`config.mk`:
```
export PLATFORM = sky130hd
export DESIGN_NAME = angle_bist_seq
export DESIGN_NICKNAME = d
export VERILOG_FILES = /design/src/rtl/angle_bist_pkg.sv /design/src/rtl/angle_bist_ctrl.sv /design/src/rtl/angle_bist_dp.sv /design/src/rtl/angle_bist_seq.sv
export SDC_FILE = /design/constraint.sdc
export NUM_CORES = 1
export LEC_CHECK = 0
export ABC_AREA = 1
export BUFFER_PORTS_ARGS = -buffer_cell sky130_fd_sc_hd__buf_2
export CORE_AREA = 2 2 183 95
export DETAILED_ROUTE_END_ITERATION = 12
export DIE_AREA = 0 0 185 97
export GPL_TIMING_DRIVEN = 0
export PLACE_DENSITY = 0.86
export SETUP_SLACK_MARGIN = 0.1
export SLEW_MARGIN = 20
export SYNTH_ARGS = -nofsm -noshare
export SYNTH_HDL_FRONTEND = slang
export SYNTH_HIERARCHICAL = 1
export SYNTH_SLANG_ARGS = --single-unit
export TNS_END_PERCENT = 30
```
`constraint.sdc`:
```
create_clock -name clk -period 7.6 [get_ports clk]
set_input_delay 1.14 -clock clk [delete_from_list [all_inputs] [get_ports clk]]
set_output_delay 1.14 -clock clk [all_outputs]
set_load 0.1 [all_outputs]
```
`src/rtl/angle_bist_pkg.sv`:
```
package angle_bist_pkg;

  localparam logic [1:0] ADDR_CTRL   = 2'd0;
  localparam logic [1:0] ADDR_MANUAL = 2'd1;
  localparam logic [1:0] ADDR_STATUS = 2'd2;

  localparam int SWEEP_BIT  = 3;
  localparam int MANUAL_BIT = 0;

  typedef struct packed {
    logic start;
    logic compare;
    logic finish;
    logic manualEnter;
    logic sweepOn;
    logic manualOn;
  } seqStrobes_t;

endpackage

```
`src/rtl/angle_bist_ctrl.sv`:
```
module angle_bist_ctrl
  import angle_bist_pkg::*;
#(
  parameter int STEPS  = 72,
  parameter int SETTLE = 4,
  parameter int DATA_W = 16
) (
  input  logic              clk,
  input  logic              rstN,
  input  logic              wrEn,
  input  logic [1:0]        wrAddr,
  input  logic [DATA_W-1:0] wrData,
  output seqStrobes_t       stb
);

  localparam int IDX_W = $clog2(STEPS + 1);
  localparam int CNT_W = $clog2(SETTLE + 1);
  localparam logic [IDX_W-1:0] LAST_IDX = IDX_W'(STEPS - 1);
  localparam logic [CNT_W-1:0] LAST_CNT = CNT_W'(SETTLE - 1);

  logic             sweepBit;
  logic             manualBit;
  logic [IDX_W-1:0] stepIdx;
  logic [CNT_W-1:0] settleCnt;
  logic             ctrlWr;
  logic             abortReq;

  always_comb begin
    ctrlWr          = wrEn && (wrAddr == ADDR_CTRL);
    abortReq        = ctrlWr && !wrData[SWEEP_BIT] && sweepBit;
    stb.start       = ctrlWr && wrData[SWEEP_BIT] && !sweepBit;
    stb.compare     = sweepBit && !abortReq && (settleCnt == LAST_CNT);
    stb.finish      = stb.compare && (stepIdx == LAST_IDX);
    stb.manualEnter = ctrlWr && wrData[MANUAL_BIT] && !manualBit;
    stb.sweepOn     = sweepBit;
    stb.manualOn    = manualBit;
  end

  always_ff @(posedge clk) begin
    if (!rstN) begin
      sweepBit  <= 1'b0;
      manualBit <= 1'b0;
      stepIdx   <= '0;
      settleCnt <= '0;
    end else begin
      if (ctrlWr) manualBit <= wrData[MANUAL_BIT];
      if (stb.start) begin
        sweepBit  <= 1'b1;
        stepIdx   <= '0;
        settleCnt <= '0;
      end else if (abortReq) begin
        sweepBit <= 1'b0;
      end else if (sweepBit) begin
        if (settleCnt == LAST_CNT) begin
          settleCnt <= '0;
          if (stepIdx == LAST_IDX) sweepBit <= 1'b0;
          else stepIdx <= stepIdx + 1'b1;
        end else begin
          settleCnt <= settleCnt + 1'b1;
        end
      end
    end
  end

endmodule

```
`src/rtl/angle_bist_dp.sv`:
```
module angle_bist_dp
  import angle_bist_pkg::*;
#(
  parameter int NUM_CH      = 4,
  parameter int ANGLE_W     = 16,
  parameter int STEPS       = 72,
  parameter int TOL_LSB     = 9,
  parameter int DEFAULT_DEG = 30
) (
  input  logic                      clk,
  input  logic                      rstN,
  input  seqStrobes_t               stb,
  input  logic                      wrEn,
  input  logic [1:0]                wrAddr,
  input  logic [ANGLE_W-1:0]        wrData,
  input  logic [1:0]                rdAddr,
  output logic [ANGLE_W-1:0]        rdData,
  input  logic [NUM_CH-1:0]         chActive,
  input  logic [NUM_CH*ANGLE_W-1:0] measAngles,
  output logic [ANGLE_W-1:0]        stimAngle,
  output logic [NUM_CH-1:0]         passBits,
  output logic                      failPulse
);

  localparam longint FULL  = longint'(1) << ANGLE_W;
  localparam int     WHOLE = int'(FULL / STEPS);
  localparam int     FRAC  = int'(FULL % STEPS);
  localparam int     REM_W = $clog2(2 * STEPS);
  localparam logic [ANGLE_W-1:0] DEF_ANGLE =
    ANGLE_W'((longint'(DEFAULT_DEG) * FULL + 180) / 360);
  localparam logic [ANGLE_W-1:0] TOL = ANGLE_W'(TOL_LSB);

  logic [ANGLE_W-1:0] sweepAngle;
  logic [REM_W-1:0]   remAcc;
  logic [REM_W-1:0]   remSum;
  logic [ANGLE_W-1:0] manualAngle;
  logic [NUM_CH-1:0]  activeReg;
  logic [NUM_CH-1:0]  chBad;
  logic [NUM_CH-1:0]  passNext;

  assign remSum    = remAcc + REM_W'(FRAC);
  assign stimAngle = stb.sweepOn ? sweepAngle : manualAngle;

  // Fractional step accumulator: angle k = round(k*FULL/STEPS)
  always_ff @(posedge clk) begin
    if (!rstN) begin
      sweepAngle <= '0;
      remAcc     <= REM_W'(STEPS / 2);
    end else if (stb.start) begin
      sweepAngle <= '0;
      remAcc     <= REM_W'(STEPS / 2);
    end else if (stb.compare && !stb.finish) begin
      if (remSum >= REM_W'(STEPS)) begin
        remAcc     <= remSum - REM_W'(STEPS);
        sweepAngle <= sweepAngle + ANGLE_W'(WHOLE + 1);
      end else begin
        remAcc     <= remSum;
        sweepAngle <= sweepAngle + ANGLE_W'(WHOLE);
      end
    end
  end

  always_ff @(posedge clk) begin
    if (!rstN) manualAngle <= '0;
    else if (stb.manualEnter) manualAngle <= DEF_ANGLE;
    else if (wrEn && wrAddr == ADDR_MANUAL) manualAngle <= wrData;
  end

  // One modular-distance comparator per channel
  for (genvar c = 0; c < NUM_CH; c++) begin : g_cmp
    logic [ANGLE_W-1:0] diff;
    logic [ANGLE_W-1:0] mag;
    always_comb begin
      diff     = measAngles[c*ANGLE_W +: ANGLE_W] - stimAngle;
      mag      = diff[ANGLE_W-1] ? (~diff + 1'b1) : diff;
      chBad[c] = mag > TOL;
    end
  end

  assign passNext = passBits & ~(chBad & activeReg);

  always_ff @(posedge clk) begin
    if (!rstN) begin
      passBits  <= '0;
      activeReg <= '0;
      failPulse <= 1'b0;
    end else begin
      failPulse <= stb.finish && |(activeReg & ~passNext);
      if (stb.start) begin
        passBits  <= chActive;
        activeReg <= chActive;
      end else if (stb.compare) begin
        passBits <= passNext;
      end
    end
  end

  always_comb begin
    rdData = '0;
    case (rdAddr)
      ADDR_CTRL: begin
        rdData[SWEEP_BIT]  = stb.sweepOn;
        rdData[MANUAL_BIT] = stb.manualOn;
      end
      ADDR_MANUAL: rdData = manualAngle;
      ADDR_STATUS: rdData[NUM_CH-1:0] = passBits;
      default:     rdData = '0;
    endcase
  end

endmodule

```
`src/rtl/angle_bist_seq.sv`:
```
module angle_bist_seq
  import angle_bist_pkg::*;
#(
  parameter int NUM_CH      = 4,
  parameter int ANGLE_W     = 16,
  parameter int STEPS       = 72,
  parameter int SETTLE      = 4,
  parameter int TOL_LSB     = 9,
  parameter int DEFAULT_DEG = 30
) (
  input  logic                      clk,
  input  logic                      rstN,
  input  logic                      wrEn,
  input  logic [1:0]                wrAddr,
  input  logic [ANGLE_W-1:0]        wrData,
  input  logic [1:0]                rdAddr,
  output logic [ANGLE_W-1:0]        rdData,
  input  logic [NUM_CH-1:0]         chActive,
  input  logic [NUM_CH*ANGLE_W-1:0] measAngles,
  output logic [ANGLE_W-1:0]        stimAngle,
  output logic                      isolate,
  output logic                      failPulse
);

  seqStrobes_t       stb;
  logic [NUM_CH-1:0] passBits;

  angle_bist_ctrl #(.STEPS(STEPS), .SETTLE(SETTLE), .DATA_W(ANGLE_W)) u_ctrl (
    .clk(clk), .rstN(rstN), .wrEn(wrEn), .wrAddr(wrAddr), .wrData(wrData), .stb(stb)
  );

  angle_bist_dp #(
    .NUM_CH(NUM_CH), .ANGLE_W(ANGLE_W), .STEPS(STEPS),
    .TOL_LSB(TOL_LSB), .DEFAULT_DEG(DEFAULT_DEG)
  ) u_dp (
    .clk(clk), .rstN(rstN), .stb(stb), .wrEn(wrEn), .wrAddr(wrAddr), .wrData(wrData),
    .rdAddr(rdAddr), .rdData(rdData), .chActive(chActive), .measAngles(measAngles),
    .stimAngle(stimAngle), .passBits(passBits), .failPulse(failPulse)
  );

  assign isolate = stb.sweepOn | stb.manualOn;

endmodule

```
## Word level (Yosys, flattened, before mapping)

Cells that the tools add are included.

| cells by class | value |
|---|---|
| equality and inequality tests | 5 |
| magnitude comparators | 5 |
| multiplexer cells | 21 |
| reductions and logical operators | 27 |
| bitwise logic cells | 13 |
| $add $sub $neg | 14 |

Operators with widths:

| cell | number |
|---|---|
| 2-to-1 mux 16 bit | 6 |
| adder 16 x 1 -> 16 bit, second input constant | 4 |
| > comparator 16 x 4 -> 1 bit, second input constant | 4 |
| NOT 16 bit | 4 |
| subtractor 16 bit | 4 |
| adder 16 x 10 -> 16 bit, second input constant | 2 |
| 2-to-1 mux 13 bit | 2 |
| logical AND 1 bit | 13 |
| AND 4 bit | 3 |
| 2-to-1 mux 12 bit | 1 |
| adder 8 x 5 -> 8 bit, second input constant | 1 |
| greater-or-equal comparator 8 x 7 -> 1 bit, second input constant | 1 |
| 2-to-1 mux 4 bit | 2 |
| 2-to-1 mux 8 bit | 1 |
| NOT 4 bit | 2 |
| subtractor 8 x 7 -> 8 bit, second input constant | 1 |
| adder 7 x 1 -> 7 bit, second input constant | 1 |
| equality test 7 bit, second input constant | 1 |
| case mux 1 bit (3 select lines) | 2 |
| zero test 1 bit | 5 |
| 2-to-1 mux 1 bit | 5 |
| equality test 2 x 1 -> 1 bit, second input constant | 2 |
| zero test 2 bit | 2 |
| case mux 2 bit (2 select lines) | 1 |
| other kinds (11) | 15 |

| word-level totals | value |
|---|---|
| register bits after elaboration | 61 |
| bits of input ports | 91 |
| logic and storage cells | 96 |

## Depth between registers and ports, before layout

Gate-level depths: netlist of run 1.

| depth | value |
|---|---|
| word-level depth | 13 |
| depth in mapped cells | 28 |
| gate-level depth less buffers | 25 |

## By module

The synthesis of run 1 kept the hierarchy.

Modules (own cells, without submodules):

| module | seq. area each (um^2) | area each (um^2) | instances | cells an instance |
|---|---|---|---|---|
| angle_bist_dp | 920.9 | 8137.8 | 1 | 1525 |
| angle_bist_ctrl | 240.2 | 676.9 | 1 | 102 |
| angle_bist_seq | 0.0 | 11.3 | 1 | 3 |

## Worst setup path after synthesis of run 1

No wires, ideal clock.

| timing path | value |
|---|---|
| path kind | reg-to-reg |
| start | reg u_ctrl.sweepBit |
| end | reg u_dp.failPulse |
| buffers on the path | 3 |
| cell stages (with the launch flop) | 25 |
| period minus slack after synthesis | 5901 ps |
| library setup time | 111 ps |
| path slack | 1699 ps |
| data arrival time | 5789 ps |
| path through | dfxtp_1 buf_4 buf_4 clkbuf_1 o21ai_0 ha_1 inv_1 fa_1 inv_1 ha_1 inv_1 nor2_1 nand3_1 nor2_2 nand2_1 nor2_1 nand3_1 a21oi_1 nand3_1 a21oi_1 nand2_1 o21ai_0 nand2_1 nor2_1 nor2_1 |

| on the way | value |
|---|---|
| word-level cells in the longest chain between the ends | 13 |
| elaborated cells between the ends (all ways) | 33 |
| classes of those cells | add/sub: 8; order compare: 4; mux: 5; bitwise: 9; reduce/logical: 7 |

Ends and longest elaborated chain:

| what | RTL line | RTL |
|---|---|---|
| from (decl) | angle_bist_ctrl.sv:21 | `logic sweepBit;` |
| from (signal assigned) | angle_bist_ctrl.sv:41 | `sweepBit <= 1'b0;` |
| from (signal assigned) | angle_bist_ctrl.sv:48 | `sweepBit <= 1'b1;` |
| from (signal assigned) | angle_bist_ctrl.sv:52 | `sweepBit <= 1'b0;` |
| 2-to-1 mux 16 bit (*) | angle_bist_dp.sv:42 | `assign stimAngle = stb.sweepOn ? sweepAngle : manualAngle;` |
| via stimAngle[0] | angle_bist_seq.sv:20 | `output logic [ANGLE_W-1:0] stimAngle,` |
| subtractor 16 bit | angle_bist_dp.sv:74 | `diff = measAngles[c*ANGLE_W +: ANGLE_W] - stimAngle;` |
| NOT 16 bit | angle_bist_dp.sv:75 | `mag = diff[ANGLE_W-1] ? (~diff + 1'b1) : diff;` |
| adder 16 x 1 -> 16 bit | angle_bist_dp.sv:75 |  |
| 2-to-1 mux 16 bit | angle_bist_dp.sv:75 |  |
| > comparator 16 x 4 -> 1 bit | angle_bist_dp.sv:76 | `chBad[c] = mag > TOL;` |
| AND 4 bit (*) | angle_bist_dp.sv:80 | `assign passNext = passBits & ~(chBad & activeReg);` |
| NOT 4 bit (*) | angle_bist_dp.sv:80 |  |
| AND 4 bit (*) | angle_bist_dp.sv:80 |  |
| NOT 4 bit (*) | angle_bist_dp.sv:88 | `failPulse <= stb.finish && \|(activeReg & ~passNext);` |
| AND 4 bit (*) | angle_bist_dp.sv:88 |  |
| OR reduction 4 bit (*) | angle_bist_dp.sv:88 |  |
| logical AND 1 bit (*) | angle_bist_dp.sv:88 |  |
| to (signal assigned) | angle_bist_dp.sv:88 |  |
| to (decl) | angle_bist_dp.sv:22 | `output logic failPulse` |

The timed path passes the listed nets; every way through them passes the cells marked *.
A chain may end at the register's enable or synchronous reset.

## Worst setup path after layout of run 1

| timing path | value |
|---|---|
| start | reg u_ctrl.sweepBit |
| end | reg u_dp.failPulse |

| on the way | value |
|---|---|
| word-level cells in the longest chain between the ends | 13 |
| elaborated cells between the ends (all ways) | 33 |
| classes of those cells | add/sub: 8; order compare: 4; mux: 5; bitwise: 9; reduce/logical: 7 |

Ends and longest elaborated chain:

| what | RTL line |
|---|---|
| 2-to-1 mux 16 bit | angle_bist_dp.sv:42 |
| subtractor 16 bit | angle_bist_dp.sv:74 |
| NOT 16 bit | angle_bist_dp.sv:75 |
| adder 16 x 1 -> 16 bit | angle_bist_dp.sv:75 |
| 2-to-1 mux 16 bit | angle_bist_dp.sv:75 |
| > comparator 16 x 4 -> 1 bit | angle_bist_dp.sv:76 |
| AND 4 bit | angle_bist_dp.sv:80 |
| NOT 4 bit | angle_bist_dp.sv:80 |
| AND 4 bit | angle_bist_dp.sv:80 |
| NOT 4 bit | angle_bist_dp.sv:88 |
| AND 4 bit | angle_bist_dp.sv:88 |
| OR reduction 4 bit | angle_bist_dp.sv:88 |
| logical AND 1 bit (*) | angle_bist_dp.sv:88 |

Every way passes the cells marked *; elsewhere a longest branch is shown, timed or not.

==> out/results.ini, run 1 <==
[cts]
cts_sinks=58
cts_tree=yes
clockBufferDepth=2
hold_buffers=0
clkTransAtPathRegs_ps=50
root_buffer=clkbuf_16
post_cts_resized=0
clk_latency_ps=330
post_cts_buffers=0
cts_buffers=9
htreeDepth=3

[logic_synthesis]
syn_nets=1805
synth_top_family_by_area=simple AND/OR/NAND/NOR gates
synth_compound_area_frac=0.113
yosys.area_share.simple=0.463
synth_enable_flop_cells=0
synth-xor-area-share=0.0313
avgSynthCellArea_um2=5.41
synth_top_area_frac=0.249
synth_ff_type=dfxtp_1
ys_seq_area_frac=0.132
synth_fa_ha_area_frac=0.122
synth_area_leader_cell=nand2_1
async_flop_share=0
ys_ff_latch=58
synth_warnings=6
synthMuxAreaShare=0
synth_area_leaders=nand2_1 (25%), dfxtp_1 (13%), inv_1 (12%), ha_1 (11%), nand3_1 (8.8%)
syn_inst=1630
syn-cell-area_um2=8830
ys_types=42

[route]
routed_wl_um=25400
ant_nets=0
vias=10516
drtIter0Drc=929
routed_via_density=5.26
drc=0
wl_per_cell_um=12.7
dr.pass1.iters=6

[job]
cap_viol_max_count=0

[global_route]
grtUsageTotal=0.285
grt_start_max_net_pins=13
overflow=0
grt_pass1_vias=9409
grt_pass1_wl_um=41900
antenna_found_initial=0

[cells_and_area]
mostFrequentLayoutCells=nand2_1 (585), inv_1 (285), nand3_1 (155), nor2_1 (141), buf_2 (124)
fin_nets=1942
layout_commonest_cell=nand2_1
finalInstanceArea_um2=10100
n_fill_cell=1624
area_growth_pct=14.2
drive_above_1_share=0.115
diodes=0
instances_no_fill=1999

[worst_setup_path]
critical_path.top_delay_family=simple AND/OR/NAND/NOR gates
cp.required_ps=7830
cp_slowest_cell=dfxtp_1
start_kind=flip-flop
worstSetupEndpointType=flip-flop
crit_top_cell=nand2_1
r2r_setup_slack_ps=2970
rr_worst_depth=27
critPathKind=reg -> reg
crit_arrival_ps=4850
critPathMaxStageDelay_ps=520
path_depth=27
worstPathMaxFanout=10
path_buf_inv=5

[timing]
rsz0062_at_grt=no
slew_violations=0
whs_ps=444
fmax_mhz=216
worst_pin_slew_ps=1250
min_period_ps=4630
finalHoldViolCount=0
slew_headroom=0.160
skew_ps=7.24
finalCritPeriodShare=0.609
setup_viol=0
tns_ps=0

[power_and_ir_drop]
combPwrFrac=0.526
leakagePower_nw=5.75
power.density_nw_per_um2=159
power_w=0.00160
seq_power_share=0.198
intPower_w=0.000879
sw_frac_of_total=0.451
clkPwrFrac=0.276
peakVddDrop_v=0.000134
switching_power_w=0.000722

[hold_path]
whs_path_depth=2
min_path_type=reg -> reg

[placed_design]
dp_cells=1983
gp_congestion=0.962
port-buffer-count=124
hpwl_um=20700
placed_cell_area_um2=9750

[die]
die_area_um2=17900
die-width_um=185
placementRows=33
core_area_um2=16200
start_util=0.545
die_y_um=97
ios=125

[run_status]
status=completed

==> final timing paths <==
kind	startpoint	endpoint
max	u_ctrl/sweepBit	u_dp/failPulse
min	u_ctrl/settleCnt[2]	u_ctrl/settleCnt[2]
max reg2reg	u_ctrl/sweepBit	u_dp/failPulse
min reg2reg	u_ctrl/settleCnt[2]	u_ctrl/settleCnt[2]
==> power groups by stage <==
| stage | Clock (W) | Combinational [W] | Sequential (W) |
|---|---|---|---|
| 6_report | 0.000442 | 0.000842 | 0.000317 |
| 3_5_place_dp | 0 | 0.000824 | 0.000323 |
| 5_1_grt | 0.000461 | 0.000955 | 0.000317 |
| 3_3_place_gp | 0 | 0.000811 | 0.000323 |
| 2_1_floorplan | 0 | 0.000651 | 0.000321 |
| 4_1_cts | 0.000447 | 0.000828 | 0.000316 |
==> state kept, by name, summed over array words and instances, names as in the netlist <==
signal and cells:
u_ctrl/manualBit 1, u_dp/failPulse 1, u_dp/sweepAngle 16, u_ctrl/stepIdx 7, u_ctrl/sweepBit 1, u_dp/activeReg 4
u_dp/manualAngle 16, u_ctrl/settleCnt 3, u_dp/passBits 4, u_dp/remAcc 5
==> tightest hold or removal path, delay by kind of cell (launching register included) <==
kind               cells  cell delay (ps)
AOI/OAI and AO/OA      1               30
DFF                    1              310
and+or+nand+nor        1               60
==> final cells by class <==
cell class	count	area, um^2	area share
multi-input cells	1259	6450	0.640
clock buffers	9	225	0.0223
repair buffers	126	639	0.0634
clock inverters	7	101	0.0101
inverters	295	1110	0.110
flip-flops and latches	58	1160	0.115
plain buffers	18	113	0.0112
well taps	227	284	0.0282
==> layer usage <==
layer  share of wire  up-vias  track usage
met5               0        -            0
met4           0.028        0       0.0965
met3           0.085       61       0.0380
met2            0.44      394        0.468
met1            0.45     4638        0.382
li1                -     5423            -
==> logic make-up after synthesis <==
kind of cell             after synthesis
buffers and inverters                313
XOR/XNOR                              29
flip-flops                            58
adder cells (fa/ha/maj)               84
AO/OA/AOI/OAI                        183
AND/OR/NAND/NOR                      963
==> per-stage QoR <==
step / utilization / worst slack [ps]
after floorplan: - / 1700
after global placement: 0.601 / 2250
after detailed placement: 0.603 / 3070
after CTS: 0.623 / 3050
after global routing: 0.623 / 2460
final: 0.623 / 2970
==> cells in the mapped netlist, types with 9 or more instances <==
master      n
nand3_1   155
nor2_2      9
nand2_2    12
a31oi_1    13
o21ai_0    59
dfxtp_1    58
a21oi_1    85
nor2_1    141
inv_1     285
nor3_1     12
nand4_1    23
nand2_1   585
clkbuf_1   10
ha_1       80
xor2_1     19
(Power assumes the default switching activity.)
==> inputs of run 2 (changes only) <==
--- a/config.mk
+++ b/config.mk
@@ -5,11 +5,11 @@
 export SDC_FILE = /design/constraint.sdc
 export NUM_CORES = 1
 export LEC_CHECK = 0
-export ABC_AREA = 1
+export ABC_AREA = 0
 export BUFFER_PORTS_ARGS = -buffer_cell sky130_fd_sc_hd__buf_2
-export CORE_AREA = 2 2 183 95
+export CORE_AREA = 2 2 176 92
 export DETAILED_ROUTE_END_ITERATION = 12
-export DIE_AREA = 0 0 185 97
+export DIE_AREA = 0 0 178 94
 export GPL_TIMING_DRIVEN = 0
 export PLACE_DENSITY = 0.86
 export SETUP_SLACK_MARGIN = 0.1
==> constraint.sdc (replaced) <==
create_clock -name clk -period 4.6 [get_ports clk]
set_input_delay 0.69 -clock clk [delete_from_list [all_inputs] [get_ports clk]]
set_output_delay 0.69 -clock clk [all_outputs]
set_load 0.1 [all_outputs]
==> out/results.ini, run 2 <==
[timing]
slew_violations=0  ; unchanged
worst_pin_slew_ps=1030  ; was 1250 ps
slew_headroom=0.297  ; was 0.160
fmax_mhz=226  ; was 216 MHz
whs_ps=464  ; was 444 ps
min_period_ps=4430  ; was 4630 ps
finalHoldViolCount=0  ; unchanged
finalCritPeriodShare=0.963  ; was 0.609
rsz0062_at_grt=yes  ; was no
skew_ps=10.1  ; was 7.24 ps
setup_viol=0  ; unchanged

[worst_setup_path]
critPathMaxStageDelay_ps=550  ; was 520 ps
start_kind=flip-flop  ; unchanged
cp.required_ps=4860  ; was 7830 ps
critical_path.top_delay_family=compound AO/OA/AOI/OAI gates  ; was simple AND/OR/NAND/NOR gates
cp_slowest_cell=or4_1  ; was dfxtp_1
worstPathMaxFanout=10  ; unchanged
crit_arrival_ps=4690  ; was 4850 ps
worstSetupEndpointType=flip-flop  ; unchanged
critPathKind=reg -> reg  ; unchanged
path_buf_inv=4  ; was 5
worstPathCellList=buf_12 > buf_16 > mux2i_4 > buf_12 > buf_4 > ha_2 > a211oi_4 > o31ai_4 > o31ai_4 > xor2_4 > nand4_4 > o31ai_2 > a21oi_1 > or4b_4 > or4_1 > a31oi_1

[die]
start_util=0.542  ; was 0.545
die_area_um2=16700  ; was 17900 um^2
ios=125  ; unchanged
core_area_um2=15100  ; was 16200 um^2
placementRows=32  ; was 33
die_y_um=94  ; was 97 um
die-width_um=178  ; was 185 um

[logic_synthesis]
synth_area_leaders=dfxtp_1 (14%), ha_1 (12%), a21oi_1 (5.0%), nand2_1 (4.6%), nor2_1 (4.5%)  ; was nand2_1 (25%), dfxtp_1 (13%), inv_1 (12%), ha_1 (11%), nand3_1 (8.8%)
ys_seq_area_frac=0.142  ; was 0.132
ys_types=99  ; was 42
async_flop_share=0  ; unchanged
syn-cell-area_um2=8190  ; was 8830 um^2
synth_enable_flop_cells=0  ; unchanged
avgSynthCellArea_um2=7.42  ; was 5.41 um^2
synth_commonest_cells=nand2_1 (100), nor2_1 (99), a21oi_1 (82)  ; was nand2_1 (585), inv_1 (285), nand3_1 (155)
synth_most_common_cell=nand2_1  ; unchanged
ys_ff_latch=58  ; unchanged
syn_inst=1103  ; was 1630
synth_ff_type=dfxtp_1  ; unchanged
synth_area_leader_cell=dfxtp_1  ; was nand2_1
synth_top_area_frac=0.142  ; was 0.249
syn_nets=1278  ; was 1805
synth_warnings=6  ; unchanged

[cts]
clk_latency_ps=330  ; about the same
cts_buffers=9  ; unchanged
htreeDepth=3  ; unchanged
cts_tree=yes  ; unchanged
root_buffer=clkbuf_16  ; unchanged
hold_buffers=0  ; unchanged
cts_sinks=58  ; unchanged
clkTransAtPathRegs_ps=50  ; about the same
clockBufferDepth=2  ; unchanged

[cells_and_area]
layout_commonest_cell=buf_2  ; was nand2_1
drive_above_1_share=0.221  ; was 0.115
multi_input_area_um2=7090  ; was 6450 um^2
mostFrequentLayoutCells=buf_2 (129), nand2_1 (100), nor2_1 (98), a21oi_1 (82), ha_1 (77)  ; was nand2_1 (585), inv_1 (285), nand3_1 (155), nor2_1 (141), buf_2 (124)
fin_nets=1444  ; was 1942
finalInstanceArea_um2=10200  ; was 10100 um^2
diodes=0  ; unchanged
area.sequential_um2=1160  ; about the same
n_fill_cell=1160  ; was 1624
top_regs=u_dp/manualAngle: 16 flops, u_dp/sweepAngle: 16 flops, u_ctrl/stepIdx: 7 flops  ; unchanged
area_growth_pct=25.0  ; was 14.2%

[global_route]
grt_pass1_vias=8374  ; was 9409
grtUsageTotal=0.328  ; was 0.285
grt_start_max_net_pins=11  ; was 13
antenna_found_initial=0  ; unchanged
top_usage_layer=met1  ; was met2
met3_usage=0.0829  ; was 0.0380
grt_pass1_wl_um=43200  ; was 41900 um
grt_util_met2=0.469  ; was 0.468
overflow=0  ; unchanged
met1_usage=0.478  ; was 0.382

[power_and_ir_drop]
leakagePower_nw=4.19  ; was 5.75 nW
power.density_nw_per_um2=251  ; was 159 nW/um^2
peakVddDrop_v=0.000261  ; was 0.000134 V

[job]
cap_viol_max_count=0  ; unchanged

[route]
drtIter0Drc=1187  ; was 929
ant_nets=0  ; unchanged
wl_per_cell_um=19.7  ; was 12.7 um
drc=0  ; unchanged
dr.pass1.iters=9  ; was 6
routed_via_density=6.50  ; was 5.26
vias=9608  ; was 10516
routed_wl_um=29100  ; was 25400 um

[placed_design]
hpwl_um=20700  ; about the same
port-buffer-count=124  ; unchanged
placed_cell_area_um2=9090  ; was 9750 um^2
gp_congestion=0.951  ; was 0.962

[hold_path]
min_path_type=reg -> reg  ; unchanged

[run_status]
status=completed  ; unchanged

## run 2: routing by layer
layer  vias to the layer above  routed length [um]
met5                         -                   0
met4                         0                 826
met3                        77                3790
met2                       632               11700
met1                      4451               12700
li1                       4448                   -
## run 2: logic make-up after synthesis
| kind of cell | after synthesis | share of synthesized area |
|---|---|---|
| fa+ha+maj | 84 | 0.132 |
| compound gates | 332 | 0.285 |
| flops | 58 | 0.142 |
| xor+xnor | 62 | 0.0691 |
| mux | 35 | 0.0451 |
| buf+inv | 88 | 0.0451 |
| simple gates | 444 | 0.281 |
## run 2: layout make-up
type / instances / share of cell area
buffer: 30 / 0.0185
clock buffer: 11 / 0.0227
clock inverter: 5 / 0.0100
inverter: 56 / 0.0205
multi-input combinational: 957 / 0.693
sequential: 58 / 0.114
tap: 204 / 0.0249
timing repair buffer: 157 / 0.0971
## run 2: repair_timing
action	CTS	global route
pin swaps	1	10
setup buffers	20	13
endpoints found under the setup margin	5	5
resized for setup	40	38
## run 2: where the power goes
group,leakage (nW),switching [W],internal [W]
clock network,0.160,0.000237,0.000528
registers,0.470,0.0000137,0.000513
logic,3.56,0.000791,0.000488
total,4.19,0.00104,0.00153
## run 2: worst paths after layout
path / from / endpoint / slack (ps) / depth (start not counted)
hold reg to reg: u_ctrl/settleCnt[1] / u_ctrl/settleCnt[1] / 460 / 2
hold / removal: u_ctrl/settleCnt[1] / u_ctrl/settleCnt[1] / 460 / 2
setup reg to reg: u_ctrl/sweepBit / u_dp/passBits[0] / 170 / 16
setup / recovery: u_ctrl/sweepBit / u_dp/passBits[0] / 170 / 16
## run 2: tightest hold or removal path, delay by kind of cell (launching register included)
kind	cells	cell delay, ps
AO/OA/AOI/OAI	1	50
flip-flops	1	310
AND/OR/NAND/NOR	1	50
## run 2: stage by stage
stage,std cells,total power (W),setup slack [ps],TNS [ps],utilization
5_1_grt,1478,0.00269,80.1,0,0.678
4_1_cts,1466,0.00246,95.0,0,0.655
3_5_place_dp,1431,0.00164,-990,-4350,0.602
3_3_place_gp,1431,0.00161,-1010,-4130,0.601
2_1_floorplan,1103,0.00137,47.9,0,-
6_report,1478,0.00257,172,0,0.678
==> inputs of run 3 (changes only) <==
--- a/config.mk
+++ b/config.mk
@@ -7,9 +7,9 @@
 export LEC_CHECK = 0
 export ABC_AREA = 0
 export BUFFER_PORTS_ARGS = -buffer_cell sky130_fd_sc_hd__buf_2
-export CORE_AREA = 2 2 176 92
+export CORE_AREA = 2 2 126 128
 export DETAILED_ROUTE_END_ITERATION = 12
-export DIE_AREA = 0 0 178 94
+export DIE_AREA = 0 0 128 130
 export GPL_TIMING_DRIVEN = 0
 export PLACE_DENSITY = 0.86
 export SETUP_SLACK_MARGIN = 0.1
==> out/results.ini, run 3 (same netlist as run 2, synthesis figures left out) <==
[run_status]
status=completed  ; unchanged

[route]
routed_via_density=6.47  ; was 6.50
routed_wl_um=27400  ; was 29100 um
drtIter0Drc=1090  ; was 1187
ant_nets=0  ; unchanged
dr.pass1.iters=5  ; was 9
vias=9466  ; was 9608
wl_per_cell_um=18.7  ; was 19.7 um
drc=0  ; unchanged

[global_route]
grt_pass1_wl_um=40800  ; was 43200 um
grt_util_met2=0.513  ; was 0.469
antenna_found_initial=1  ; was 0
overflow=0  ; unchanged
grtUsageTotal=0.304  ; was 0.328
met3_usage=0.0418  ; was 0.0829
grt_start_max_net_pins=12  ; was 11
met1_usage=0.383  ; was 0.478
top_usage_layer=met2  ; was met1
grt_pass1_vias=8415  ; was 8374

[die]
placementRows=46  ; was 32
core_area_um2=15400  ; was 15100 um^2
start_util=0.531  ; was 0.542
die-width_um=128  ; was 178 um
ios=125  ; unchanged
die_area_um2=16600  ; was 16700 um^2
die_y_um=130  ; was 94 um

[timing]
rsz0062_at_grt=no  ; was yes
slew_violations=0  ; unchanged
finalHoldViolCount=0  ; unchanged
finalCritPeriodShare=0.969  ; was 0.963
worst_pin_slew_ps=1140  ; was 1030 ps
min_period_ps=4460  ; was 4430 ps
timing.final.ws_setup_ps=143  ; was 172 ps
whs_ps=461  ; was 464 ps
fmax_mhz=224  ; was 226 MHz
skew_ps=5.72  ; was 10.1 ps
slew_headroom=0.221  ; was 0.297
setup_viol=0  ; unchanged

[cts]
clockBufferDepth=2  ; unchanged
root_buffer=clkbuf_16  ; unchanged
cts_tree=yes  ; unchanged
clk_latency_ps=330  ; about the same
hold_buffers=0  ; unchanged
clkTransAtPathRegs_ps=60  ; was 50 ps
cts_sinks=58  ; unchanged
cts_buffers=9  ; unchanged
htreeDepth=3  ; unchanged

[power_and_ir_drop]
power_w=0.00241  ; was 0.00257 W
peakVddDrop_v=0.000179  ; was 0.000261 V
power.density_nw_per_um2=239  ; was 251 nW/um^2
leakagePower_nw=4.12  ; was 4.19 nW

[worst_setup_path]
path_depth=14  ; was 16
critical_path.top_delay_family=compound AO/OA/AOI/OAI gates  ; unchanged
path_buf_inv=2  ; was 4
critPathMaxStageDelay_ps=580  ; was 550 ps
crit_top_cell=a21o_1
worstSetupEndpointType=flip-flop  ; unchanged
cp_slowest_cell=mux2i_2  ; was or4_1
critPathKind=reg -> reg  ; unchanged
worstPathMaxFanout=10  ; unchanged
cp.required_ps=4780  ; was 4860 ps
worstPathCellList=buf_6 > buf_4 > mux2i_2 > ha_1 > a21o_1 > a21o_1 > or3_1 > o22ai_1 > xor2_1 > nand4_1 > o31ai_1 > nor4bb_2 > a21bo_1 > a41oi_1  ; was buf_12 > buf_16 > mux2i_4 > buf_12 > buf_4 > ha_2 > a211oi_4 > o31ai_4 > o31ai_4 > xor2_4 > nand4_4 > o31ai_2 > a21oi_1 > or4b_4 > or4_1 > a31oi_1
rr_worst_depth=14  ; was 16
start_kind=flip-flop  ; unchanged
crit_arrival_ps=4640  ; was 4690 ps

[cells_and_area]
drive_above_1_share=0.227  ; was 0.221
layout_commonest_cell=buf_2  ; unchanged
instances_no_fill=1464  ; was 1478
top_regs=u_dp/manualAngle: 16 flops, u_dp/sweepAngle: 16 flops, u_ctrl/stepIdx: 7 flops  ; unchanged
area_growth_pct=23.1  ; was 25.0%
mostFrequentLayoutCells=buf_2 (129), nand2_1 (100), nor2_1 (98), a21oi_1 (81), ha_1 (77)  ; was buf_2 (129), nand2_1 (100), nor2_1 (98), a21oi_1 (82), ha_1 (77)
fin_nets=1441  ; was 1444

[hold_path]
min_path_type=reg -> reg  ; unchanged
whs_path_depth=1  ; was 2

[placed_design]
pre_cts_ws_ps=-1130  ; was -990 ps
hpwl_um=19100  ; was 20700 um
dp_cells=1420  ; was 1431
gp_congestion=0.924  ; was 0.951
port-buffer-count=124  ; unchanged

[job]
cap_viol_max_count=0  ; unchanged

-- run 3: metrics by stage --
| stage | area (um^2) | setup TNS, ps | util |
|---|---|---|---|
| finish | 10100 | 0 | 0.653 |
| global route | 10100 | 0 | 0.653 |
| CTS | 9750 | 0 | 0.632 |
| detailed placement | 9080 | -4430 | 0.589 |
| global placement | 9060 | -4820 | 0.588 |
| floorplan | 8200 | 0 | - |
-- run 3: power breakdown --
group          switching, W  leakage, nW  total [W]  internal, W
clock              0.000250        0.131   0.000628     0.000378
sequential        0.0000131        0.470   0.000525     0.000512
combinational      0.000777         3.52    0.00126     0.000478
total               0.00104         4.12    0.00241      0.00137
-- run 3: what timing repair did --
item / 4_1_cts / 5_1_grt
pin swaps: 2 / 10
endpoints found under the setup margin: 5 / 5
resized for setup: 44 / 39
setup buffers: 17 / 11
gates cloned: 0 / 1
-- run 3: area by class of cell --
cell class                      instances  area (um^2)
Multi-Input combinational cell        957         7130
Inverter                               56          210
Clock buffer                           10          239
Timing Repair Buffer                  154          880
Buffer                                 30          173
Clock inverter                          6         41.3
Fill cell                            1243         5350
Sequential cell                        58         1160
Tap cell                              192          240
Antenna cell                            1         2.50
-- run 3: worst paths after layout --
| path | start | endpoint | slack (ps) |
|---|---|---|---|
| worst max register to register | u_ctrl/sweepBit | u_dp/failPulse | 140 |
| worst max-delay path | u_ctrl/sweepBit | u_dp/failPulse | 140 |
| worst min-delay path | u_ctrl/settleCnt[2] | u_ctrl/settleCnt[2] | 460 |
| worst min register to register | u_ctrl/settleCnt[2] | u_ctrl/settleCnt[2] | 460 |
-- run 3: routing by layer --
| layer | share of wire | wire (um) | vias up |
|---|---|---|---|
| met2 | 0.46 | 12600 | 488 |
| met1 | 0.41 | 11200 | 4429 |
| met4 | 0.051 | 1400 | 0 |
| met3 | 0.082 | 2260 | 106 |
| li1 | - | - | 4443 |
| met5 | 0 | 0 | - |
-- run 3: worst register-to-register path: stages, from the launching register on --
cell and delay, ps:
dfxtp_2 370, buf_6 190, buf_4 140, mux2i_2 580, ha_1 420, a21o_1 230, a21o_1 240, or3_1 360
o22ai_1 310, xor2_1 430, nand4_1 160, o31ai_1 110, nor4bb_2 460, a21bo_1 180, a41oi_1 110
